`src/rtl/irq_res_pkg.sv`:
```
// Shared definitions for the rotating-priority interrupt resolver.
// Assumes: nothing beyond IEEE 1800-2017.
package irq_res_pkg;
    typedef enum logic {
        TRIG_EDGE  = 1'b0,
        TRIG_LEVEL = 1'b1
    } trig_mode_e;

    // Wrap a sum into the range 0..n-1 (operands are each below n).
    function automatic int wrap_idx(input int a, input int b, input int n);
        int s;
        s = a + b;
        if (s >= n) s = s - n;
        return s;
    endfunction
endpackage

```
`src/rtl/irq_line_capture.sv`:
```
// One request line: turns the raw input into a request bit.
// Level mode copies the input; edge mode latches a rising transition
// against a stored previous level. Acknowledge clears edge-mode
// requests only. Assumes the input is already synchronous to clk.
module irq_line_capture
    import irq_res_pkg::*;
(
    input  logic       clk,
    input  logic       rst_n,
    input  logic       din,
    input  trig_mode_e mode,
    input  logic       ack,
    output logic       req_q
);
    logic last_q;

    // Track the previous sampled level for edge detection.
    always_ff @(posedge clk) begin
        if (!rst_n) last_q <= 1'b0;
        else        last_q <= din;
    end

    // Update the request bit according to the trigger mode.
    always_ff @(posedge clk) begin
        if (!rst_n) begin
            req_q <= 1'b0;
        end else if (mode == TRIG_LEVEL) begin
            req_q <= din;
        end else if (din && !last_q) begin
            req_q <= 1'b1;
        end else if (ack) begin
            req_q <= 1'b0;
        end
    end
endmodule

```
`src/rtl/irq_rank_finder.sv`:
```
// Finds the best rank in a bit vector, where position p maps to bit
// (p + base) mod N and position 0 is best. An empty vector yields N.
// Purely combinational. Assumes base < N.
module irq_rank_finder
    import irq_res_pkg::*;
#(
    parameter int N  = 8,
    parameter int IW = $clog2(N),
    parameter int RW = $clog2(N + 1)
) (
    input  logic [N-1:0]  vec,
    input  logic [IW-1:0] base,
    output logic [RW-1:0] rank
);
    // Scan from the worst position down so the best set one is left.
    always_comb begin
        rank = RW'(N);
        for (int p = N - 1; p >= 0; p--) begin
            if (vec[wrap_idx(p, int'(base), N)]) rank = RW'(p);
        end
    end
endmodule

```
`src/rtl/irq_rotating_resolver.sv`:
```
// Top of the resolver: holds trigger, mask, base and in-service state,
// captures requests per line, and compares the best pending rank to
// the best in-service rank to drive int_req / int_line.
// Assumes all strobes are single-cycle and synchronous to clk.
module irq_rotating_resolver
    import irq_res_pkg::*;
#(
    parameter int N         = 8,
    parameter bit IS_MASTER = 1'b1,
    parameter int CASC_LINE = 2,
    localparam int IW       = $clog2(N),
    localparam int RW       = $clog2(N + 1)
) (
    input  logic          clk,
    input  logic          rst_n,
    input  logic [N-1:0]  irq_in,
    input  logic          trig_we,
    input  logic [N-1:0]  trig_din,
    input  logic          mask_we,
    input  logic [N-1:0]  mask_din,
    input  logic          base_we,
    input  logic [IW-1:0] base_din,
    input  logic [N-1:0]  ack_set,
    input  logic [N-1:0]  eoi_clr,
    input  logic          spec_mask_en,
    input  logic          nested_en,
    output logic          int_req,
    output logic [IW-1:0] int_line,
    output logic [N-1:0]  req_bits,
    output logic [N-1:0]  svc_bits
);
    logic [N-1:0]  trig_q;
    logic [N-1:0]  mask_q;
    logic [IW-1:0] base_q;
    logic [N-1:0]  isr_q;
    logic [N-1:0]  irr_q;
    logic [N-1:0]  pend_vec;
    logic [N-1:0]  svc_vec;
    logic [N-1:0]  casc_keep;
    logic [RW-1:0] pend_rank;
    logic [RW-1:0] svc_rank;

    // Configuration registers: trigger modes, mask and base line.
    always_ff @(posedge clk) begin
        if (!rst_n) begin
            trig_q <= '0;
            mask_q <= '0;
            base_q <= '0;
        end else begin
            if (trig_we) trig_q <= trig_din;
            if (mask_we) mask_q <= mask_din;
            if (base_we) base_q <= base_din;
        end
    end

    // In-service register: clear on end-of-service, then set on acknowledge.
    always_ff @(posedge clk) begin
        if (!rst_n) isr_q <= '0;
        else        isr_q <= (isr_q & ~eoi_clr) | ack_set;
    end

    // One capture cell per request line.
    for (genvar g = 0; g < N; g++) begin : g_line
        irq_line_capture u_cap (
            .clk   (clk),
            .rst_n (rst_n),
            .din   (irq_in[g]),
            .mode  (trig_mode_e'(trig_q[g])),
            .ack   (ack_set[g]),
            .req_q (irr_q[g])
        );
    end

    // Cascade exclusion only exists on a master instance.
    if (IS_MASTER) begin : g_master
        always_comb begin
            casc_keep = '1;
            if (nested_en) casc_keep[CASC_LINE] = 1'b0;
        end
    end else begin : g_slave
        assign casc_keep = '1;
    end

    // Form the pending set and the effective in-service set.
    always_comb begin
        pend_vec = irr_q & ~mask_q;
        svc_vec  = isr_q & casc_keep;
        if (spec_mask_en) svc_vec = svc_vec & ~mask_q;
    end

    irq_rank_finder #(.N(N)) u_pend_rank (
        .vec  (pend_vec),
        .base (base_q),
        .rank (pend_rank)
    );

    irq_rank_finder #(.N(N)) u_svc_rank (
        .vec  (svc_vec),
        .base (base_q),
        .rank (svc_rank)
    );

    // Raise only on a strictly better pending rank; map rank back to line.
    always_comb begin
        int_req  = (pend_rank < svc_rank);
        int_line = IW'(wrap_idx(int'(pend_rank) % N, int'(base_q), N));
    end

    assign req_bits = irr_q;
    assign svc_bits = isr_q;
endmodule

```
`config.mk`:
```
export PLATFORM = sky130hd
export DESIGN_NAME = irq_rotating_resolver
export DESIGN_NICKNAME = d
export VERILOG_FILES = /design/src/rtl/irq_res_pkg.sv /design/src/rtl/irq_line_capture.sv /design/src/rtl/irq_rank_finder.sv /design/src/rtl/irq_rotating_resolver.sv
export SDC_FILE = /design/constraint.sdc
export NUM_CORES = 1
export LEC_CHECK = 0
export BUFFER_PORTS_ARGS = -buffer_cell sky130_fd_sc_hd__buf_2
export CAP_MARGIN = 40
export CORE_AREA = 2 2 72 74
export CTS_BUF_LIST = sky130_fd_sc_hd__clkbuf_8
export DETAILED_ROUTE_END_ITERATION = 8
export DIE_AREA = 0 0 74 76
export PLACE_DENSITY = 0.9
export SLEW_MARGIN = 20
export SYNTH_ARGS = -nofsm -noshare
export SYNTH_HDL_FRONTEND = slang
export SYNTH_SLANG_ARGS = --single-unit
```
`constraint.sdc`:
```
create_clock -name clk -period 8.9 [get_ports clk]
set_input_delay 1.78 -clock clk [delete_from_list [all_inputs] [get_ports clk]]
set_output_delay 1.78 -clock clk [all_outputs]
set_load 0.1 [all_outputs]
```
* After elaboration in Yosys (flattened, before gate mapping)
Cells that the tools add are included.
** Operators by class
- Add/sub/neg operators :: 17
- $lt $le $gt $ge :: 18
- Mux-type cells :: 99
- Bitwise logic cells :: 7
- Reduce and logical (&&, ||, !) cells :: 24
** Operator list (number)
- $lt 32x5->1 const B :: 8
- $mux 32 :: 8
- $ge 32x5->1 const B :: 7
- $sub 32x5->32 const B :: 7
- $mux 4 :: 16
- $mux 1 :: 57
- $bmux 1 s3 :: 16
- $and 8x8->8 :: 4
- $reduce_bool 3->1 :: 8
- $add 3x3->4 const A :: 4
- $not 8->8 :: 2
- $add 2x3->4 const A :: 2
- $logic_and 1x1->1 :: 8
- $logic_not 1->1 :: 8
- $mux 8 :: 1
- $or 8x8->8 :: 1
- $sub 3x4->5 const B :: 1
- $add 1x3->4 const A :: 1
- $add 3x3->4 :: 1
- $ge 3x4->1 const B :: 1
- $ge 4x4->1 const B :: 1
- $lt 4x4->1 :: 1
- $mux 3 :: 1
- $sub 3x1->3 const B :: 1
** Word-level totals
- Bits in registers :: 43
- Input port bits :: 50

* Longest topological paths before layout
Gate-level depths: netlist (run 1).
- Depth after elaboration :: 17
- Gate-level depth with buffers :: 15
- Mapped depth without buffers :: 13

* By module
From an unflattened synthesis (run 1), not the netlist that was laid out.
** Second synthesis, totals
- Cells, all modules :: 295
- Area total of the unflattened synthesis :: 3204.3 µm²
** By module, submodules not included
- irq_rank_finder :: instances 2, cells each 63, area each 688.2 µm²
- irq_rotating_resolver :: instances 1, cells each 121, area each 1247.4 µm²
- irq_line_capture :: instances 8, cells each 6, area each 72.6 µm²

* Least setup slack after synthesis (run 1)
OpenSTA, ideal clock, no wires.
- Path kind :: in2out
- Start point :: input spec_mask_en
- End point :: output int_req
- Data arrival time :: 5851 ps
- Data required time :: 7120 ps
- Slack :: 1269 ps
- Stages on the path :: 10
- Buffers on the path :: 0
- Cells stage by stage :: a21boi_1 -> inv_1 -> mux4_2 -> a21o_1 -> nor2b_1 -> o21ai_1 -> nand3_1 -> ha_1 -> or3_1 -> o32ai_1
** Between the ends
- Cells in the longest elaborated chain, start to end :: 13
** RTL lines
- start: declaration :: RTL line irq_rotating_resolver.sv:25 : input logic spec_mask_en,
- $mux 8 * :: RTL line irq_rotating_resolver.sv:88 : if (spec_mask_en) svc_vec = svc_vec & ~mask_q;
- $bmux 1 s3 :: RTL line irq_rank_finder.sv:19 : if (vec[wrap_idx(p, int'(base), N)]) rank = RW'(p);
- $mux 1 (not written as such) (2 in a row) :: RTL line irq_rank_finder.sv:19
- $mux 4 (7 in a row) :: RTL line irq_rank_finder.sv:19
- $mux 4 * :: RTL line irq_rank_finder.sv:19
- $lt 4x4->1 * :: RTL line irq_rotating_resolver.sv:105 : int_req = (pend_rank < svc_rank);
- end: declaration :: RTL line irq_rotating_resolver.sv:27 : output logic int_req,
Every way passes the cells marked *; elsewhere a longest branch is shown, timed or not. The select of a mux whose other input is x is not followed.

* Worst setup path after layout (run 1)
Same ends and word-level chain as after synthesis.

==> summary.md, run 1 <==
| Metric | Value |
|---|---|
| CTS tree | `built` |
| Logic gate share of total power | `44.9%` |
| Initial DRC Count | `118` |
| Final Hold Fails | `0` |
| Most frequent cell after synthesis | `dfxtp_1` |
| Fin crit share | `71.5%` |
| # diodes | `0` |
| Share of cells above drive strength 1 | `29.3%` |
| Max IR drop VDD | `0.138 mV` |
| Finished Layout Cells | `415` |
| Power Dens Cells | `190 mW/mm2` |
| Post-Syn Nets | `345` |
| Final setup fails | `0` |
| Min-Delay Path Class | `reg -> reg` |
| DR WL/cell | `14.0 um` |
| Worst-case clock buffer depth | `2` |
| Initial Util | `56.3%` |
| Post-CTS Setup Inserts | `0` |
| Total GRT Usage | `21.8%` |
| Worst R2R Path Depth | `2` |
| Crit path to | `int_req` |
| M2 GR Usage | `35.5%` |
| Worst slew pin tran | `707 ps` |
| Startpoint type of the worst setup path | `primary input` |
| Antenna violations before repair | `0` |
| Reg2reg start | `base_q[0]` |
| CP Max Fanout | `8` |
| Top cells by area, synth | `dfxtp_1 (31%), mux2i_1 (10%), nor2b_1 (7.5%)` |
| Htree depth | `2` |
| RePlAce Congestion | `0.850` |
| Sequential power share | `35.9%` |
| Commonest cells post-synth | `dfxtp_1 (43), nor2b_1 (33), mux2i_1 (29), inv_1 (17), nand2_1 (11)` |
| Post-Syn Instances | `288` |
| Num Clock Sinks | `43` |
| Clk pwr share | `19.3%` |
| Post-synth top area share | `31.1%` |
| Vias in the first global route | `2179` |
| CP startpoint | `spec_mask_en` |
| DP Wirelength | `4530 um` |
| Port bufs | `69` |
| Fin crit period | `6370 ps` |
| Core Box Area | `0.00491 mm2` |
| Placed Cells | `407` |
| First-pass DRT Iterations | `4` |
| Largest net degree at the start of global routing | `44` |
| Met1 usage | `28.5%` |
| Global-route wire length before repair | `9850 um` |
| CTS Hold Buffers Added | `0` |
| Prevailing post-synth register cell | `dfxtp_1` |
| Die Y | `76 um` |
| Register area | `861 um2` |
| Final WS setup | `2530 ps` |
| Setup WS pre-CTS | `2570 ps` |
| Sequential fraction of the synthesis area | `31.1%` |
| Yosys reg bits | `43` |
| Switching power | `0.261 mW` |
| Via density | `5.41` |
| Gr ovfl total | `0` |
| Crit Path Category | `in -> out` |
| IO Pins | `70` |
| DRT Wirelength | `5810 um` |
| Worst Path Required | `7120 ps` |
| Cell Rows | `26` |
| Leakage | `1.41 nW` |
| Critical path capture point type | `primary output` |
| Hold Path Stages | `2` |
| Syn_area_per_cell | `9.60 um2` |
| Multi-input combinational cell area | `0.00171 mm2` |
| Max_slew headroom | `52.8%` |
| DR vias | `2244` |
| RSZ-0062 raised after global routing | `false` |
| Synth Cell Area | `0.00277 mm2` |
| Reg2reg setup slack | `7730 ps` |
| Final max-slew violation count | `0` |
| Cts bufs inserted | `5` |
| Critical R2R Capture | `base_q[0]` |
| Die width | `74 um` |
| Ys Warns | `0` |
| Syn-to-layout area delta | `14.3%` |
| FFs w/ async S/R, synth | `0%` |
| Clock Skews | `2.17 ps` |
| Setup_tns | `0 ps` |
| Busiest grt layer | `met2` |
| Highest clock rate | `157 MHz` |
| CP arrival | `4590 ps` |
| NumNets Final | `401` |
| MaxCap Viol Count | `0` |
| HP Start | `g_line[6].u_cap.req_q` |
| Clock latency on the worst-skew pair | `290 ps` |
| Top cell type by total area after synthesis | `dfxtp_1` |
| Die ar. | `0.00562 mm2` |
| Netlist cell types | `45` |
| GR Layer Usage met3 | `5.16%` |
| Final ANT Viol Nets | `0` |
| Post-CTS sizing | `0` |
| Sw Ratio | `43.4%` |
| Fill cells | `416` |
| DRC | `0` |
| Clk root buf | `clkbuf_8` |
| Reg clk slew, reported paths | `80 ps` |
| P_int | `0.340 mW` |
| EDFF count, synth | `0` |
| Outcome | `completed` |
==> layout by cell type, fill, tap and decap left out, types with 2 or more instances in the layout <==
cell type and count:
a2111oi_0 2, a211oi_1 3, a21boi_0 9, a21boi_1 7
a21o_1 2, a21oi_1 5, and2_1 9, and3_1 2
buf_2 69, clkbuf_8 5, dfxtp_1 43, ha_1 6
inv_1 19, inv_2 2, mux2_2 8, mux2i_1 29
mux4_1 3, mux4_2 9, nand2_1 11, nand2b_1 9
nand3_1 6, nor2_1 6, nor2b_1 33, nor3_1 4
o21a_1 9, o21ai_0 8, or3b_2 7, xnor2_1 2
xor2_1 3
==> metal layers <==
metal / up-vias / share of wire (%) / wire length, um
met5: - / 0 / 0
met4: 0 / 1.3 / 74
met3: 7 / 5.5 / 319
met2: 60 / 50 / 2900
met1: 1059 / 43 / 2520
li1: 1118 / - / -
==> how the worst min path moves through the flow <==
stage / to
after global routing: g_line[6].u_cap.req_q
after global placement: g_line[6].u_cap.req_q
after floorplan: g_line[6].u_cap.req_q
after CTS: g_line[6].u_cap.req_q
final: g_line[6].u_cap.req_q
after detailed placement: g_line[6].u_cap.req_q
==> final cells by class <==
cell class              count  share of cell area (%)
multi-input cells         205                    54.1
flip-flops and latches     43                    27.2
repair buffers             69                    10.9
well taps                  70                    2.77
inverters                  20                    2.38
clock buffers               5                    2.18
clock inverters             3                   0.396
==> cell families after synthesis <==
kind of cell    count (synthesis)  synth area share [%]
flops                          43                  31.1
mux                            49                  23.9
fa+ha+maj                       7                  3.44
simple gates                   90                  19.0
buf+inv                        40                  7.01
compound gates                 54                  13.8
xor+xnor                        5                  1.58
==> stage by stage <==
stage	area [um2]	hold slack (ps)	power (mW)	utilization, %
after floorplan	2770	455	0.446	-
after global placement	3080	481	0.482	62.7
after detailed placement	3080	490	0.488	62.7
after CTS	3160	504	0.603	64.3
after global routing	3160	546	0.630	64.3
final	3160	506	0.601	64.3
==> flip-flops by register name, summed over array words and instances (netlist names) <==
signal,count
base_q,3
g_line.u_cap.last_q,8
g_line.u_cap.req_q,8
mask_q,8
svc_bits,8
trig_q,8
==> critical path, stage by stage <==
cell and delay (ps):
buf_2 160, a21boi_1 140, mux4_1 550, nor2_1 120
a21o_1 110, nor2b_1 170, nand3_1 120, nand2b_1 180
ha_1 200, or3_1 370, o32ai_1 220, buf_2 470
==> power by group through the flow <==
stage | combinational [mW] | clock, mW | sequential [mW]
floorplan | 0.214 | 0 | 0.231
global placement | 0.262 | 0 | 0.219
detailed placement | 0.268 | 0 | 0.219
CTS | 0.270 | 0.118 | 0.215
global route | 0.287 | 0.126 | 0.217
finish | 0.270 | 0.116 | 0.215
(Power assumes the default switching activity.)
==> inputs of run 2 (changes only) <==
Settings changed: ABC_AREA from default to 1, CORE_AREA 2 2 72 74 to 2 2 74 76, DIE_AREA 0 0 74 76 to 0 0 76 78, PLACE_DENSITY 0.9 to 0.85.
Clock period 8.9 ns to 6.4 ns, I/O delays scaled along.
==> run 2 against run 1 <==
Global-route usage is 0.39 points higher. Final area decreased by 3.4%. Flip-flop and latch count did not move. Worst hold slack got worse by 34 ps. First-iteration DRC count is 16% higher. Die area increased by 5.4%. Core utilization down 3.8 points. Synthesized cell count increased by 37%. Clock-buffer cell count did not move. Critical path type is now reg -> out. Largest cell class unchanged.
==> summary.md, run 2 <==
| Metric | Value |
|---|---|
| Antenna violations before repair | `0 (unchanged)` |
| Worst-case clock buffer depth | `2 (unchanged)` |
| Adder-Cell Fraction of Synth Area | `3.53% (+0.088 points)` |
| DRC | `0 (unchanged)` |
| Simple-Gate Fraction of Synth Area | `32.3% (+13 points)` |
| Final setup fails | `0 (unchanged)` |
| Multi-input combinational cell area | `0.00143 mm2 (-17%)` |
| Initial Util | `53.5% (-2.8 points)` |
| Max_slew headroom | `47.6% (-5.2 points)` |
| Die Y | `78 um (+2.6%)` |
| Clk root buf | `clkbuf_8` |
| Post-CTS sizing | `0 (unchanged)` |
| Htree depth | `2 (unchanged)` |
| Commonest non-fill, non-tap cell in the layout | `nand2_1` |
| Highest clock rate | `185 MHz` |
| CP Cell Sequence | `inv_6, ha_1, inv_1, nand3_1, nand3_1, nand2_1, nand2_1, nand2_1, nand2_1, nand2_1, nand2_1, nand2_1, nand2_1, inv_1, ha_1, inv_1, fa_1, xnor2_1, xor2_1, buf_2` |
| MaxCap Viol Count | `0 (unchanged)` |
| Commonest cells post-synth | `nand2_1 (75), inv_1 (62), nand3_1 (56), dfxtp_1 (43)` |
| Fill cells | `456 (+9.6%)` |
| Sequential fraction of the synthesis area | `31.9% (+0.79 points)` |
| Worst Path Required | `5120 ps (-2000 ps)` |
| Share of cells above drive strength 1 | `22.4% (-6.9 points)` |
| Fin crit share | `84.4%` |
| CTS Hold Buffers Added | `0 (unchanged)` |
| Max IR drop VDD | `0.241 mV (+75%)` |
| Syn-to-layout area delta | `13.2%` |
| Netlist cell types | `37 (-18%)` |
| Power Dens Cells | `281 mW/mm2 (+48%)` |
| Xor/xnor share of the synthesized area | `2.18% (+0.60 points)` |
| Crit Path Category | `reg -> out` |
| Top cells by area, synth | `dfxtp_1 (32%), nand2_1 (10%), nand3_1 (10%)` |
| Leading cell types in the layout, fill and taps excluded | `nand2_1 (75), buf_2 (69), inv_1 (62)` |
| IO Pins | `70 (unchanged)` |
| Startpoint type of the worst setup path | `flop` |
| Slowest-stage cell, CP | `dfxtp_1` |
| Final max-slew violation count | `0 (unchanged)` |
| Post-CTS Setup Inserts | `0 (unchanged)` |
| Setup_tns | `0 ps (unchanged)` |
| Leakage | `1.60 nW (+14%)` |
| Final ANT Viol Nets | `0 (unchanged)` |
| Via density | `5.06 (-6.4%)` |
| Total GRT Usage | `22.2% (+0.39 points)` |
| Critical path capture point type | `primary output` |
| Most frequent cell after synthesis | `nand2_1` |
| DRT Wirelength | `6350 um (+9.2%)` |
| Outcome | `completed` |
| Cell mode on critical path | `nand2_1` |
| Clock Skews | `2.81 ps (+0.642 ps)` |
| Yosys reg bits | `43 (unchanged)` |
| Fin crit period | `5400 ps` |
| Post-Syn Nets | `452 (+31%)` |
| RePlAce Congestion | `0.957 (+12%)` |
| Die width | `76 um (+2.7%)` |
| Die ar. | `0.00593 mm2 (+5.4%)` |
| EDFF count, synth | `0 (unchanged)` |
| Top cell type by total area after synthesis | `dfxtp_1` |
| Num Clock Sinks | `43 (unchanged)` |
| Largest family of logic cells by synthesized area | `simple AND/OR/NAND/NOR gates` |
| Register area | `861 um2 (unchanged)` |
| Cell Rows | `26 (unchanged)` |
| Final Hold Fails | `0 (unchanged)` |
| Utilization after layout | `60.5% (-3.8 points)` |
| # diodes | `0 (unchanged)` |
| Largest net degree at the start of global routing | `29 (-34%)` |
| Synth Cell Area | `0.00270 mm2 (-2.5%)` |
| DR vias | `2637 (+18%)` |
| Post-synth top area share | `31.9% (+0.79 points)` |
| CTS tree | `built` |
| Syn_area_per_cell | `6.83 um2 (-29%)` |
| Port bufs | `69 (unchanged)` |
| First-pass DRT Iterations | `5 (+1)` |
| Gr ovfl total | `0 (unchanged)` |
| Post-synthesis mux area share | `0% (-24 points)` |
| Cts bufs inserted | `5 (unchanged)` |
| NumNets Final | `507 (+26%)` |
| CP arrival | `4120 ps (-470 ps)` |
| CP Max Fanout | `19 (+11)` |
| DP Wirelength | `5040 um (+11%)` |
| Worst slew pin tran | `785 ps (+78.1 ps)` |
| Critical path's largest stage delay | `830 ps (+280 ps)` |
| FFs w/ async S/R, synth | `0% (unchanged)` |
| Compound-Gate Fraction of Synth Area | `14.9% (+1.0 points)` |
| Vias in the first global route | `2418 (+11%)` |
| Clock latency on the worst-skew pair | `290 ps (about the same)` |
| Global-route wire length before repair | `10900 um (+10%)` |
| Post-Syn Instances | `395 (+37%)` |
| Ys Warns | `0 (unchanged)` |
| DR WL/cell | `12.2 um (-13%)` |
| Top cell family by delay on the critical path | `adder cells` |
| Reg clk slew, reported paths | `80 ps (about the same)` |
| Initial DRC Count | `137 (+16%)` |
| Core Box Area | `0.00504 mm2 (+2.6%)` |
| Tot Pwr | `0.858 mW (+43%)` |
| WHS | `472 ps (-34.1 ps)` |
| Prevailing post-synth register cell | `dfxtp_1` |
| RSZ-0062 raised after global routing | `false` |
| Min-Delay Path Class | `reg -> reg` |
| Worst Path Buf+Inv | `5 (+3)` |
run 2: changes by cell type in the layout (fill, tap and decap cells not counted), sizes merged, moves of 9 or more:
cell,delta
mux4,-12
o21ai,+26
inv,+44
nand2,+69
nand3,+61
nor2,+25
a21oi,+16
nand2b,-9
nor2b,-33
a21boi,-16
mux2i,-29
run 2: layout make-up:
| class | instances | share of cell area (%) |
|---|---|---|
| multi-input combinational | 266 | 46.7 |
| tap | 70 | 2.87 |
| inverter | 65 | 8.16 |
| sequential | 43 | 28.2 |
| clock buffer | 5 | 2.26 |
| clock inverter | 3 | 0.492 |
| timing repair buffer | 69 | 11.3 |
run 2: worst register-to-register path, cell delays in order, from the launching register on:
cell,delay [ps]
dfxtp_1,830
inv_6,190
a21oi_1,220
run 2: through the flow:
stage	instances	setup slack, ps	area, um2
floorplan	395	1090	2700
global placement	513	1490	2970
detailed placement	513	1370	2970
CTS	521	1040	3050
global route	521	694	3050
finish	521	997	3050
run 2: worst paths after layout:
kind | endpoint | start | slack (ps) | cells after the start
setup / recovery | int_line[2] | base_q[0] | 1000 | 20
hold / removal | g_line[6].u_cap.req_q | trig_q[6] | 470 | 1
setup reg to reg | base_q[0] | base_q[0] | 5080 | 2
hold reg to reg | g_line[6].u_cap.req_q | trig_q[6] | 470 | 1
run 2: kinds of logic after synthesis:
| group | after synthesis |
|---|---|
| AND/OR/NAND/NOR | 184 |
| AO/OA/AOI/OAI | 70 |
| flip-flops | 43 |
| XOR/XNOR | 5 |
| buffers and inverters | 86 |
| adder cells (fa/ha/maj) | 7 |
run 2: power by group:
part	switching, mW	internal [mW]	total (mW)
logic	0.291	0.0970	0.388
clock network	0.0900	0.0747	0.165
registers	0.0202	0.286	0.306
total	0.401	0.457	0.858
run 2: layer usage:
layer,wire [um],track usage [%]
met5,0,0
met4,173,10.0
met3,334,2.91
met2,2960,38.2
met1,2880,27.9
